File: src/rtl/alarm_cmp_pkg.sv
package alarm_cmp_pkg;

  localparam int NUM_FIELDS = 4;

  typedef struct packed {
    logic [NUM_FIELDS-1:0] wrAlm;
    logic                  wrCtrl;
    logic                  rdClr;
  } strobe_t;

  typedef enum logic [2:0] {
    RATE_EVERY,
    RATE_S,
    RATE_MS,
    RATE_HMS,
    RATE_DHMS
  } rate_e;

  function automatic rate_e decodeRate(input logic [NUM_FIELDS-1:0] code);
    rate_e r;
    case (code)
      4'b1110: r = RATE_S;
      4'b1100: r = RATE_MS;
      4'b1000: r = RATE_HMS;
      4'b0000: r = RATE_DHMS;
      default: r = RATE_EVERY;
    endcase
    return r;
  endfunction

endpackage

File: src/rtl/alarm_cmp_ctrl.sv
module alarm_cmp_ctrl
  import alarm_cmp_pkg::*;
#(
  parameter int ADDR_W   = 4,
  parameter int ALM_BASE = 2
) (
  input  logic                  clk,
  input  logic                  rstN,
  input  logic                  tick,
  input  logic                  backup,
  input  logic                  wrEn,
  input  logic [ADDR_W-1:0]     wrAddr,
  input  logic                  rdEn,
  input  logic [ADDR_W-1:0]     rdAddr,
  input  logic [NUM_FIELDS-1:0] fieldEq,
  input  logic [NUM_FIELDS-1:0] maskCode,
  input  logic                  ctrlAe,
  input  logic                  ctrlAbe,
  output strobe_t               strb,
  output logic                  flagQ,
  output logic                  alarmIrq
);

  localparam int CTRL_ADDR = ALM_BASE + NUM_FIELDS;

  rate_e rate;
  logic  hit;

  always_comb begin
    for (int i = 0; i < NUM_FIELDS; i++) begin
      strb.wrAlm[i] = wrEn && (wrAddr == ADDR_W'(ALM_BASE + i));
    end
    strb.wrCtrl = wrEn && (wrAddr == ADDR_W'(CTRL_ADDR));
    strb.rdClr  = rdEn && (rdAddr == ADDR_W'(CTRL_ADDR));
  end

  assign rate = decodeRate(maskCode);

  always_comb begin
    case (rate)
      RATE_S:    hit = fieldEq[0];
      RATE_MS:   hit = &fieldEq[1:0];
      RATE_HMS:  hit = &fieldEq[2:0];
      RATE_DHMS: hit = &fieldEq;
      default:   hit = 1'b1;
    endcase
  end

  always_ff @(posedge clk) begin
    if (!rstN) begin
      flagQ <= 1'b0;
    end else if (tick && hit) begin
      flagQ <= 1'b1;
    end else if (strb.rdClr) begin
      flagQ <= 1'b0;
    end
  end

  assign alarmIrq = flagQ && (ctrlAe || (ctrlAbe && backup));

endmodule

File: src/rtl/alarm_cmp_dp.sv
module alarm_cmp_dp
  import alarm_cmp_pkg::*;
#(
  parameter int DATA_W   = 8,
  parameter int ADDR_W   = 4,
  parameter int ALM_BASE = 2,
  localparam int VAL_W   = DATA_W - 1
) (
  input  logic                            clk,
  input  logic                            rstN,
  input  strobe_t                         strb,
  input  logic [DATA_W-1:0]               wrData,
  input  logic [ADDR_W-1:0]               rdAddr,
  input  logic [NUM_FIELDS-1:0][VAL_W-1:0] curTime,
  input  logic                            flagQ,
  output logic [NUM_FIELDS-1:0]           fieldEq,
  output logic [NUM_FIELDS-1:0]           maskCode,
  output logic [DATA_W-1:0]               secByte,
  output logic                            ctrlAe,
  output logic                            ctrlAbe,
  output logic [DATA_W-1:0]               rdData
);

  localparam int CTRL_ADDR = ALM_BASE + NUM_FIELDS;

  logic [DATA_W-1:0] almQ [NUM_FIELDS];

  for (genvar i = 0; i < NUM_FIELDS; i++) begin : g_field
    always_ff @(posedge clk) begin
      if (!rstN) begin
        almQ[i] <= '0;
      end else if (strb.wrAlm[i]) begin
        almQ[i] <= wrData;
      end
    end
    assign fieldEq[i]  = (curTime[i] == almQ[i][VAL_W-1:0]);
    assign maskCode[i] = almQ[i][DATA_W-1];
  end

  always_ff @(posedge clk) begin
    if (!rstN) begin
      ctrlAe  <= 1'b0;
      ctrlAbe <= 1'b0;
    end else if (strb.wrCtrl) begin
      ctrlAe  <= wrData[DATA_W-1];
      ctrlAbe <= wrData[DATA_W-2];
    end
  end

  assign secByte = almQ[0];

  always_comb begin
    rdData = '0;
    for (int i = 0; i < NUM_FIELDS; i++) begin
      if (rdAddr == ADDR_W'(ALM_BASE + i)) rdData = almQ[i];
    end
    if (rdAddr == ADDR_W'(CTRL_ADDR)) begin
      rdData = {ctrlAe, ctrlAbe, {(DATA_W-3){1'b0}}, flagQ};
    end
  end

endmodule

File: src/rtl/alarm_cmp.sv
module alarm_cmp
  import alarm_cmp_pkg::*;
#(
  parameter int DATA_W   = 8,
  parameter int ADDR_W   = 4,
  parameter int ALM_BASE = 2,
  localparam int VAL_W   = DATA_W - 1
) (
  input  logic              clk,
  input  logic              rstN,
  input  logic              tick,
  input  logic              backup,
  input  logic [VAL_W-1:0]  timeSec,
  input  logic [VAL_W-1:0]  timeMin,
  input  logic [VAL_W-1:0]  timeHour,
  input  logic [VAL_W-1:0]  timeDate,
  input  logic              wrEn,
  input  logic [ADDR_W-1:0] wrAddr,
  input  logic [DATA_W-1:0] wrData,
  input  logic              rdEn,
  input  logic [ADDR_W-1:0] rdAddr,
  output logic [DATA_W-1:0] rdData,
  output logic              alarmIrq
);

  strobe_t                             strb;
  logic [NUM_FIELDS-1:0][VAL_W-1:0]    curTime;
  logic [NUM_FIELDS-1:0]               fieldEq;
  logic [NUM_FIELDS-1:0]               maskCode;
  logic [DATA_W-1:0]                   secByte;
  logic                                ctrlAe;
  logic                                ctrlAbe;
  logic                                flagQ;

  assign curTime = {timeDate, timeHour, timeMin, timeSec};

  alarm_cmp_ctrl #(
    .ADDR_W  (ADDR_W),
    .ALM_BASE(ALM_BASE)
  ) ctrl_i (
    .clk     (clk),
    .rstN    (rstN),
    .tick    (tick),
    .backup  (backup),
    .wrEn    (wrEn),
    .wrAddr  (wrAddr),
    .rdEn    (rdEn),
    .rdAddr  (rdAddr),
    .fieldEq (fieldEq),
    .maskCode(maskCode),
    .ctrlAe  (ctrlAe),
    .ctrlAbe (ctrlAbe),
    .strb    (strb),
    .flagQ   (flagQ),
    .alarmIrq(alarmIrq)
  );

  alarm_cmp_dp #(
    .DATA_W  (DATA_W),
    .ADDR_W  (ADDR_W),
    .ALM_BASE(ALM_BASE)
  ) dp_i (
    .clk     (clk),
    .rstN    (rstN),
    .strb    (strb),
    .wrData  (wrData),
    .rdAddr  (rdAddr),
    .curTime (curTime),
    .flagQ   (flagQ),
    .fieldEq (fieldEq),
    .maskCode(maskCode),
    .secByte (secByte),
    .ctrlAe  (ctrlAe),
    .ctrlAbe (ctrlAbe),
    .rdData  (rdData)
  );

endmodule

File: config.mk
export PLATFORM = sky130hd
export DESIGN_NAME = alarm_cmp
export DESIGN_NICKNAME = d
export VERILOG_FILES = /design/src/rtl/alarm_cmp_pkg.sv /design/src/rtl/alarm_cmp_ctrl.sv /design/src/rtl/alarm_cmp_dp.sv /design/src/rtl/alarm_cmp.sv
export SDC_FILE = /design/constraint.sdc
export NUM_CORES = 1
export LEC_CHECK = 0
export ABC_AREA = 1
export BUFFER_PORTS_ARGS = -buffer_cell sky130_fd_sc_hd__buf_2
export CAP_MARGIN = 20
export CORE_MARGIN = 1
export CORE_UTILIZATION = 50
export DETAILED_ROUTE_END_ITERATION = 8
export HOLD_SLACK_MARGIN = 0.05
export MAX_ROUTING_LAYER = met4
export PLACE_DENSITY = 0.77
export SETUP_SLACK_MARGIN = 0.15
export SYNTH_ARGS = -nofsm -noshare
export SYNTH_HDL_FRONTEND = slang
export SYNTH_SLANG_ARGS = --single-unit
File: constraint.sdc
create_clock -name clk -period 1.95 [get_ports clk]
set_input_delay 0.2925 -clock clk [delete_from_list [all_inputs] [get_ports clk]]
set_output_delay 0.2925 -clock clk [all_outputs]
set_load 0.01 [all_outputs]
==> results.toml <==
[status]
status = "finished, final reports clean"

[yosys]
synth-edff-count = 32
syn_nets = 330
synthesis.area_um2 = 2130
ys_seq_area_share_pct = 48.0
yosys_register_bits = 35
synth_warnings = 0
synth_cell_type_count = 25
postSynthAreaPerCell_um2 = 7.60
synth_ff_type = "edfxtp_1"
async_flop_share_pct = 0
syn_inst = 280

[detailed_routing]
ant_nets = 0
drt-initial-drc-count = 225
avgViaCountPerCell = 5.09
vias = 2017
drt-total-wl_um = 5340
drc = 0
dr.pass1.iters = 4
routedWlPerCell_um = 13.5

[die]
die_x_um = 67.2
die_y_um = 67.2
rows = 23
ios = 59
die_area_um2 = 4520
core_area_um2 = 4030
initial_core_util_pct = 52.8

[power]
ir_drop_v = 0.000450
power_density_nw_per_um2 = 743
p_leak_nw = 1.30

[timing]
timing.final.crit_period_ns = 1.66
slew_headroom_pct = 69.4
skew_ns = 0.00893
fin_hold_ws_ns = 0.252
setup_violations = 0
setup_ws_ns = 0.286
finalSetupTns_ns = 0
slew_violations = 0
fmax_mhz = 601
finalCritPeriodShare_pct = 85.3
hold_violations = 0
worst_pin_slew_ns = 0.457
rsz0062_at_grt = "true"

[critical_path]
cp.arrival_ns = 1.37
critPathCaptureType = "output port"
startpoint_type = "input pin"
timing_worst_setup_path_type = "input pin to output port"
crit_fanout = 6
critical_path_required_ns = 1.66

[hold_path]
hp-class = "input pin to flip-flop"

[global_routing]
grt_use_total_pct = 26.3
grt_pass1_vias = 1816
antenna_found_initial = 0
grt-ovfl-total = 0
grt_max_degree = 13
grt_pass1_wl_um = 8190

[run]
maxCapViolCount = 0

[place]
place_ws_ns = 0.288
place_hpwl_um = 4220
gp_congestion = 0.971
port_buffers = 58

[clocking]
htree_levels = 2
clock_sinks = 35
postCtsSetupRepairBufs = 0
cts_tree = "built"
clk_latency_ns = 0.29
cts_root_buf = "clkbuf_8"
cts_buffer_depth = 2
hold_buffers = 0
path_clk_slew_ns = 0.08
cts_inserted_buffers = 5

[finish]
nets = 395
layout-drive-gt1-share_pct = 22.0
areaGrowthSynthToFinish_pct = 23.5
antennaDiodeCount = 0
[synthesized netlist by cell type, types with 2 or more instances]
cell type  count  area [µm²]
nor3_2         2        20.0
nand4_1        3        18.8
o211ai_1       2        15.0
nor2_2         2        12.5
inv_2          3        11.3
nand2_1       77         289
dfxtp_1        3        60.1
a221oi_1       2        17.5
o21ai_1        5        25.0
xor2_1         4        35.0
xnor2_1       11        96.3
inv_1         48         180
o221ai_1       4        35.0
a21oi_1        6        30.0
edfxtp_1      32         961
nand3_1        9        45.0
o21ai_0        3        15.0
o22ai_1        2        12.5
nor2_1        56         210
[worst max-delay path: stages]
cell      delay, ns
buf_2          0.10
nor2_1         0.09
nand2_1        0.07
nor2_1         0.17
inv_1          0.16
o221ai_1       0.18
o21ai_1        0.09
nand2_1        0.07
buf_2          0.13
[report_power, final]
group          total [W]  switching [W]  internal, W
sequential      0.000899      0.0000361     0.000863
clock           0.000791       0.000281     0.000510
combinational   0.000260       0.000151     0.000109
total            0.00195       0.000468      0.00148
[logic make-up after synthesis]
group / Yosys count / synth area share [%]
xor gates and xnor gates: 15 / 6.18
buffers and inverters: 52 / 9.18
and+or+nand+nor: 152 / 28.8
DFF: 35 / 48.0
AOI/OAI and AO/OA: 26 / 7.82
[state kept, by name, summed over array words and instances, names as in the netlist]
register      cells
dp_i.almQ        32
ctrl_i.flagQ      1
dp_i.ctrlAbe      1
dp_i.ctrlAe       1
[stage by stage]
stage	std cells	utilization, %	instance area, µm²	total power, W
CTS	396	65.0	2620	0.00193
floorplan	280	-	2130	0.00105
detailed placement	388	61.6	2480	0.00117
global placement	388	61.6	2480	0.00116
finish	396	65.2	2630	0.00195
global route	396	65.2	2630	0.00201
[cell type report]
class | count | area [µm²]
tap | 50 | 62.6
timing repair buffer | 59 | 298
clock inverter | 3 | 67.6
sequential | 35 | 1020
fill | 355 | 1400
inverter | 51 | 191
clock buffer | 5 | 68.8
multi-input combinational | 193 | 917
[cell usage in the layout (no fill, tap or decap), types with 3 or more instances in the layout]
cell | synthesis | layout
o221ai_1 | 4 | 4
buf_2 | 0 | 58
edfxtp_1 | 32 | 32
o21ai_0 | 3 | 3
xor2_1 | 4 | 4
clkbuf_8 | 0 | 5
nand4_1 | 3 | 3
inv_2 | 3 | 3
xnor2_1 | 11 | 11
nand2_1 | 77 | 77
inv_1 | 48 | 48
o21ai_1 | 5 | 5
a21oi_1 | 6 | 6
nor2_1 | 56 | 56
dfxtp_1 | 3 | 3
nand3_1 | 9 | 9
[path summary, 6_finish.rpt]
path	from	endpoint	slack [ns]	cells past startpoint
setup / recovery	rdAddr[3]	rdData[3]	0.29	9
hold / removal	tick	ctrl_i.flagQ	0.25	3
setup reg to reg	dp_i.almQ[0][7]	ctrl_i.flagQ	0.52	9
hold reg to reg	ctrl_i.flagQ	ctrl_i.flagQ	0.50	2
[layer usage]
metal / GRT usage (%) / vias up / wire (µm)
li1: - / 1013 / -
met1: 32.1 / 914 / 2310
met2: 41.8 / 77 / 2610
met3: 4.73 / 13 / 279
met4: 13.0 / 0 / 142
met5: - / - / 0
[repair_timing]
action                                 in CTS  in global routing
setup endpoints to repair                   0                  5
resized for setup                           0                  1
endpoints found under the hold margin       0                  0
Note: power is estimated with default switching activity, not from simulation.
